**src/rtl/pcm_port_pkg.sv**
```systemverilog
package pcm_port_pkg;
  // positions of the codec lines inside the synchroniser bundle;
  // the bit clock must sit at index 0 (edge detection is done on it)
  localparam int unsigned SYNC_BCLK  = 0;
  localparam int unsigned SYNC_FSYNC = 1;
  localparam int unsigned SYNC_ADC   = 2;
  localparam int unsigned SYNC_NUM   = 3;

  // slot counter state: 0..W-1 busy, W idle
  function automatic int unsigned slot_cnt_w(input int unsigned w);
    return $clog2(w + 1);
  endfunction
endpackage

```
**src/rtl/pcm_edge_sync.sv**
```systemverilog
module pcm_edge_sync #(
  parameter int unsigned N      = 3,
  parameter int unsigned STAGES = 2
) (
  input  logic         clk,
  input  logic         rst_n,
  input  logic [N-1:0] async_i,
  output logic [N-1:1] level_o,
  output logic         clk_rise_o,
  output logic         clk_fall_o
);
  logic [N-1:0] chain [STAGES];
  logic         clk_prev;

  // first stage samples the asynchronous lines
  always_ff @(posedge clk or negedge rst_n) begin
    if (!rst_n) chain[0] <= '0;
    else        chain[0] <= async_i;
  end

  for (genvar s = 1; s < STAGES; s++) begin : g_stage
    always_ff @(posedge clk or negedge rst_n) begin
      if (!rst_n) chain[s] <= '0;
      else        chain[s] <= chain[s-1];
    end
  end

  always_ff @(posedge clk or negedge rst_n) begin
    if (!rst_n) clk_prev <= 1'b0;
    else        clk_prev <= chain[STAGES-1][0];
  end

  assign level_o    = chain[STAGES-1][N-1:1];
  assign clk_rise_o =  chain[STAGES-1][0] & ~clk_prev;
  assign clk_fall_o = ~chain[STAGES-1][0] &  clk_prev;
endmodule

```
**src/rtl/pcm_slot_ctrl.sv**
```systemverilog
module pcm_slot_ctrl #(
  parameter int unsigned W     = 16,
  parameter int unsigned CNT_W = 5
) (
  input  logic clk,
  input  logic rst_n,
  input  logic en,
  input  logic bclk_rise,
  input  logic bclk_fall,
  input  logic fsync,
  output logic frame_start,
  output logic rx_take,
  output logic rx_last,
  output logic tx_step
);
  localparam logic [CNT_W-1:0] IDLE = CNT_W'(W);
  localparam logic [CNT_W-1:0] LAST = CNT_W'(W - 1);

  logic [CNT_W-1:0] rx_slot_q, rx_slot_d;
  logic [CNT_W-1:0] tx_slot_q, tx_slot_d;

  assign frame_start = en & bclk_rise & fsync;
  assign rx_take     = en & bclk_rise & ~fsync & (rx_slot_q != IDLE);
  assign rx_last     = rx_take & (rx_slot_q == LAST);
  assign tx_step     = en & bclk_fall & (tx_slot_q != IDLE);

  always_comb begin
    rx_slot_d = rx_slot_q;
    if (!en)              rx_slot_d = IDLE;
    else if (frame_start) rx_slot_d = '0;
    else if (rx_take)     rx_slot_d = rx_slot_q + 1'b1;
  end

  always_comb begin
    tx_slot_d = tx_slot_q;
    if (!en)              tx_slot_d = IDLE;
    else if (frame_start) tx_slot_d = '0;
    else if (tx_step)     tx_slot_d = tx_slot_q + 1'b1;
  end

  always_ff @(posedge clk or negedge rst_n) begin
    if (!rst_n) begin
      rx_slot_q <= IDLE;
      tx_slot_q <= IDLE;
    end else begin
      rx_slot_q <= rx_slot_d;
      tx_slot_q <= tx_slot_d;
    end
  end
endmodule

```
**src/rtl/pcm_rx_deser.sv**
```systemverilog
module pcm_rx_deser #(
  parameter int unsigned W = 16
) (
  input  logic         clk,
  input  logic         rst_n,
  input  logic         take,
  input  logic         last,
  input  logic         bit_i,
  output logic [W-1:0] sample_o,
  output logic         valid_o
);
  logic [W-1:0] sh_q, sh_d;
  logic [W-1:0] smp_d;

  always_comb begin
    sh_d  = sh_q;
    smp_d = sample_o;
    if (take) sh_d  = {sh_q[W-2:0], bit_i};
    if (last) smp_d = {sh_q[W-2:0], bit_i};
  end

  always_ff @(posedge clk or negedge rst_n) begin
    if (!rst_n) begin
      sh_q     <= '0;
      sample_o <= '0;
      valid_o  <= 1'b0;
    end else begin
      sh_q     <= sh_d;
      sample_o <= smp_d;
      valid_o  <= last;
    end
  end
endmodule

```
**src/rtl/pcm_tx_ser.sv**
```systemverilog
module pcm_tx_ser #(
  parameter int unsigned W = 16
) (
  input  logic         clk,
  input  logic         rst_n,
  input  logic         en,
  input  logic         load,
  input  logic         step,
  input  logic         bclk_fall,
  input  logic [W-1:0] word_i,
  output logic         dat_o
);
  logic [W-1:0] sh_q, sh_d;
  logic         dat_d;

  always_comb begin
    sh_d  = sh_q;
    dat_d = dat_o;
    if (load)      sh_d = word_i;
    else if (step) sh_d = {sh_q[W-2:0], 1'b0};
    if (!en)            dat_d = 1'b0;
    else if (bclk_fall) dat_d = step ? sh_q[W-1] : 1'b0;
  end

  always_ff @(posedge clk or negedge rst_n) begin
    if (!rst_n) begin
      sh_q  <= '0;
      dat_o <= 1'b0;
    end else begin
      sh_q  <= sh_d;
      dat_o <= dat_d;
    end
  end
endmodule

```
**src/rtl/pcm_frame_port.sv**
```systemverilog
module pcm_frame_port #(
  parameter int unsigned SAMPLE_W    = 16,
  parameter int unsigned SYNC_STAGES = 2
) (
  input  logic                clk,
  input  logic                rst_n,
  input  logic                cfg_done,
  input  logic                bclk_i,
  input  logic                fsync_i,
  input  logic                adc_dat_i,
  output logic                dac_dat_o,
  output logic [SAMPLE_W-1:0] rx_sample_o,
  output logic                rx_valid_o,
  input  logic [SAMPLE_W-1:0] tx_sample_i
);
  import pcm_port_pkg::*;

  localparam int unsigned CNT_W = slot_cnt_w(SAMPLE_W);

  // reset: asserted asynchronously, released on clk
  logic [1:0] rst_pipe;
  logic       rst_int_n;

  always_ff @(posedge clk or negedge rst_n) begin
    if (!rst_n) rst_pipe <= 2'b00;
    else        rst_pipe <= {rst_pipe[0], 1'b1};
  end
  assign rst_int_n = rst_pipe[1];

  logic [SYNC_NUM-1:0] codec_raw;
  logic [SYNC_NUM-1:1] codec_lvl;
  logic                bclk_rise, bclk_fall;
  logic                frame_start, rx_take, rx_last, tx_step;

  always_comb begin
    codec_raw             = '0;
    codec_raw[SYNC_BCLK]  = bclk_i;
    codec_raw[SYNC_FSYNC] = fsync_i;
    codec_raw[SYNC_ADC]   = adc_dat_i;
  end

  pcm_edge_sync #(.N(SYNC_NUM), .STAGES(SYNC_STAGES)) sync_i (
    .clk        (clk),
    .rst_n      (rst_int_n),
    .async_i    (codec_raw),
    .level_o    (codec_lvl),
    .clk_rise_o (bclk_rise),
    .clk_fall_o (bclk_fall)
  );

  pcm_slot_ctrl #(.W(SAMPLE_W), .CNT_W(CNT_W)) ctrl_i (
    .clk         (clk),
    .rst_n       (rst_int_n),
    .en          (cfg_done),
    .bclk_rise   (bclk_rise),
    .bclk_fall   (bclk_fall),
    .fsync       (codec_lvl[SYNC_FSYNC]),
    .frame_start (frame_start),
    .rx_take     (rx_take),
    .rx_last     (rx_last),
    .tx_step     (tx_step)
  );

  pcm_rx_deser #(.W(SAMPLE_W)) rx_i (
    .clk      (clk),
    .rst_n    (rst_int_n),
    .take     (rx_take),
    .last     (rx_last),
    .bit_i    (codec_lvl[SYNC_ADC]),
    .sample_o (rx_sample_o),
    .valid_o  (rx_valid_o)
  );

  pcm_tx_ser #(.W(SAMPLE_W)) tx_i (
    .clk       (clk),
    .rst_n     (rst_int_n),
    .en        (cfg_done),
    .load      (frame_start),
    .step      (tx_step),
    .bclk_fall (bclk_fall),
    .word_i    (tx_sample_i),
    .dat_o     (dac_dat_o)
  );
endmodule

```
**config.mk**
```make
export PLATFORM = sky130hd
export DESIGN_NAME = pcm_frame_port
export DESIGN_NICKNAME = d
export VERILOG_FILES = /design/src/rtl/pcm_port_pkg.sv /design/src/rtl/pcm_edge_sync.sv /design/src/rtl/pcm_slot_ctrl.sv /design/src/rtl/pcm_rx_deser.sv /design/src/rtl/pcm_tx_ser.sv /design/src/rtl/pcm_frame_port.sv
export SDC_FILE = /design/constraint.sdc
export NUM_CORES = 1
export LEC_CHECK = 0
export ABC_AREA = 1
export BUFFER_PORTS_ARGS = -buffer_cell sky130_fd_sc_hd__buf_2
export CAP_MARGIN = 20
export CORE_AREA = 2 2 79 81
export CTS_BUF_LIST = sky130_fd_sc_hd__clkbuf_8
export DETAILED_ROUTE_END_ITERATION = 10
export DIE_AREA = 0 0 81 83
export GPL_ROUTABILITY_DRIVEN = 0
export PLACE_DENSITY_LB_ADDON = 0.3
export SLEW_MARGIN = 25
export SYNTH_ARGS = -nofsm -noshare
export SYNTH_HDL_FRONTEND = slang
export SYNTH_SLANG_ARGS = --single-unit
```
**constraint.sdc**
```tcl
create_clock -name clk -period 2.45 [get_ports clk]
set_input_delay 0.245 -clock clk [delete_from_list [all_inputs] [get_ports clk]]
set_output_delay 0.245 -clock clk [all_outputs]
set_load 0.01 [all_outputs]
```
==> flow_summary_export.csv <==
group,metric,value,unit
outcome,status,"finished, final reports clean",
worst_setup_path,required,2.66,ns
timing,max_freq,0.566,GHz
worst_setup_path,cp-end-kind,"register",
routing,drt_iter0_markers,121,
worst_setup_path,reg2reg_to,"rx_i.sample_o[1]$_DFFE_PN0P_",
yosys,ys_ff_latch,68,
grt,grt_max_degree,35,
routing,dr.pass1.iters,5,
grt,grt_use_met1,24.0,%
yosys,synth_top_area_cell,"dfrtp_1",
cells_and_area,final-seq-area,1710,um2
power_and_ir_drop,p_leak,1.71,nW
worst_setup_path,reg2reg_depth,7,
grt,busiest_layer,"met1",
yosys,syn_inst,314,
yosys,synth_top_cell_area_share,57.9,%
power_and_ir_drop,vdd_ir_drop_max,0.409,mV
place,hpwl,3.37,mm
worst_setup_path,critPathMaxStageDelay,0.46,ns
routing,num_vias,2066,
worst_setup_path,r2r_slack,0.68,ns
place,placed_area,3110,um2
cells_and_area,fillers,543,
routing,wl,4.84,mm
worst_setup_path,critPathKind,"register to register",
floorplanning,coreArea,5820,um2
timing,rsz0062_at_grt,"no",
cells_and_area,final_layout_size_suffix_gt1_share,20.6,%
clocking,cts.sinks,68,
run,maxCapViolCount,0,
floorplanning,initial_core_util,49.0,%
routing,drcViolationCount,0,
clocking,clk_pin_slew,0.07,ns
clocking,post_cts_buffers,0,
timing,worst_pin_slew,0.727,ns
clocking,cts_buffers,9,
timing,setup_viol,0,
worst_setup_path,slowest_stage,"nand3_2",
min_path,hold_start,"fsync_i",
routing,viasPerCell,4.71,
floorplanning,dieWidth,81,um
timing,min_period,1.77,ns
floorplanning,row_count,28,
cells_and_area,nNetsFinal,386,
timing,relSlewSlack,51.5,%
worst_setup_path,critPathMaxFanout,32,
grt,grt-ovfl-total,0,
grt,grt_use_total,17.0,%
clocking,cts-root-buf,"clkbuf_8",
worst_setup_path,critPathLaunch,"ctrl_i.rx_slot_q[0]$_DFFE_PN0P_",
power_and_ir_drop,p_per_area,701,nW/um2
floorplanning,die_area,6720,um2
place,io_buffers,39,
min_path,hold_path_class,"primary input to register",
grt,grt_pass1_wl,8.76,mm
timing,period_share,72.1,%
yosys,ys.warnings.count,0,
routing,wl_per_cell,11.0,um
timing,finClkSkew,0.00682,ns
floorplanning,die_height,83,um
floorplanning,ios,40,
yosys,synth_area_leaders,"dfrtp_1, nand2_1, o21ai_1, nand3_1, inv_1",
yosys,avgSynthCellArea,9.08,um2
yosys,synth_fp_nets,341,
yosys,netlist_area,2850,um2
worst_setup_path,critPathArrivalTime,1.97,ns
clocking,clk_latency,0.34,ns
grt,grt_pass1_vias,1970,
grt,gr-usage-met2,23.4,%
timing,finalHoldViolCount,0,
cells_and_area,fin_area,3340,um2
cells_and_area,utilization,57.4,%
timing,tns,0,ns
routing,antenna_left,0,
yosys,synth_cell_types,24,
timing,finalMaxSlewViolations,0,
clocking,cts_tree,"yes",
cells_and_area,antenna_cells,0,
min_path,hold_depth,1,
worst_setup_path,crit_buf_inv,0,
clocking,clockBufferDepth,2,
grt,grt_use_met3,5.00,%
clocking,htreeDepth,3,
cells_and_area,syn_to_final_growth,17.1,%
yosys,ys_seq_area_share,59.8,%
worst_setup_path,crit_chain,"ha_1 -> nand2_1 -> nor2_1 -> ha_1 -> nand3_2 -> nand2_1 -> o21ai_1",
worst_setup_path,start_kind,"register",
grt,antenna_found_initial,0,
min_path,hold_end,"sync_i.chain[4]$_DFF_PN0_",
worst_setup_path,r2r_start,"ctrl_i.rx_slot_q[0]$_DFFE_PN0P_",
cells_and_area,multi_input_area,955,um2
worst_setup_path,crit_family,"simple AND/OR/NAND/NOR gates",
==> synthesized netlist by cell type, drive strengths merged <==
| cell type | count |
|---|---|
| buf | 10 |
| ha | 5 |
| o21ai | 36 |
| xor2 | 1 |
| inv | 35 |
| nor2 | 10 |
| or2 | 1 |
| nand4 | 5 |
| dfstp | 2 |
| dfrtp | 66 |
| nand2 | 112 |
| a31oi | 1 |
| conb | 1 |
| nand3 | 29 |
==> through the flow <==
| stage | setup slack (ns) | hold WS [ns] | instances | power, mW |
|---|---|---|---|---|
| finish | 0.684 | 0.0188 | 439 | 2.34 |
| global route | 0.385 | 0.00272 | 439 | 2.47 |
| CTS | 0.657 | 0.000723 | 438 | 2.37 |
| detailed placement | 0.684 | 0.0314 | 420 | 1.45 |
| global placement | 0.754 | 0.0316 | 420 | 1.44 |
| floorplan | 0.420 | -0.0506 | 314 | 1.39 |
==> report_power, final <==
part	internal [mW]	switching (mW)
clock network	0.495	0.417
registers	1.21	0.0558
logic	0.0694	0.0937
total	1.77	0.567
==> worst max-delay path by stage <==
stage / endpoint / slack (ns) / depth (start not counted)
final: rx_i.sample_o[1]$_DFFE_PN0P_ / 0.68 / 7
after global routing: rx_i.sample_o[15]$_DFFE_PN0P_ / 0.39 / 8
after CTS: rx_i.sample_o[15]$_DFFE_PN0P_ / 0.66 / 8
after detailed placement: rx_i.sample_o[12]$_DFFE_PN0P_ / 0.68 / 6
after global placement: rx_i.sample_o[4]$_DFFE_PN0P_ / 0.75 / 7
after floorplan: ctrl_i.rx_slot_q[0]$_DFFE_PN0P_ / 0.42 / 0
==> cell families (layout without fill, tap and decap cells) <==
family	Yosys count	after routing	share of synthesized area, %
simple gates	157	157	24.1
flops	68	68	59.8
buf+inv	45	95	6.76
compound gates	37	37	6.76
fa+ha+maj	5	5	2.19
other cells	1	1	0.132
xor+xnor	1	1	0.307
==> routing by layer <==
layer  wire length, um  share of wire, %  vias up
li1                  -                 -     1082
met1              2380                49      940
met2              2130                44       31
met3               197               4.1       13
met4               119               2.5        0
met5                 0                 0        -
==> placed cells by master, fill, tap and decap left out, types with 2 or more instances in the layout <==
cell type,instances
nand2_1,109
nand2_2,2
nand3_2,2
clkinv_2,2
dfrtp_1,65
nand4_1,4
dfstp_2,2
nor2_4,2
ha_1,5
nor2_1,7
clkinvlp_4,2
inv_1,31
buf_2,39
o21ai_0,6
inv_2,4
nand3_1,27
dlygate4sd3_1,3
clkbuf_8,10
o21ai_1,30
==> layout make-up <==
class	count	share of cell area, %
clock buffer	10	4.12
tap	75	2.81
clock inverter	6	1.91
sequential	68	51.1
inverter	35	3.93
multi-input combinational	201	28.6
timing repair buffer	44	7.57
==> registers in the layout, summed over array words and instances, names as in the netlist <==
register	flops
sync_i.clk_prev	1
sync_i.level_o	2
ctrl_i.rx_slot_q	5
rx_i.sample_o	16
tx_i.dat_o	1
rst_pipe	2
tx_i.sh_q	16
rx_i.valid_o	1
sync_i.chain	4
ctrl_i.tx_slot_q	5
rx_i.sh_q	15
==> timing repair <==
| action | in CTS | in global routing |
|---|---|---|
| hold endpoints to repair | 3 | 1 |
| gates resized for setup | 0 | 0 |
| hold buffers | 2 | 1 |
No activity file was read; power rests on OpenSTA's default activity.
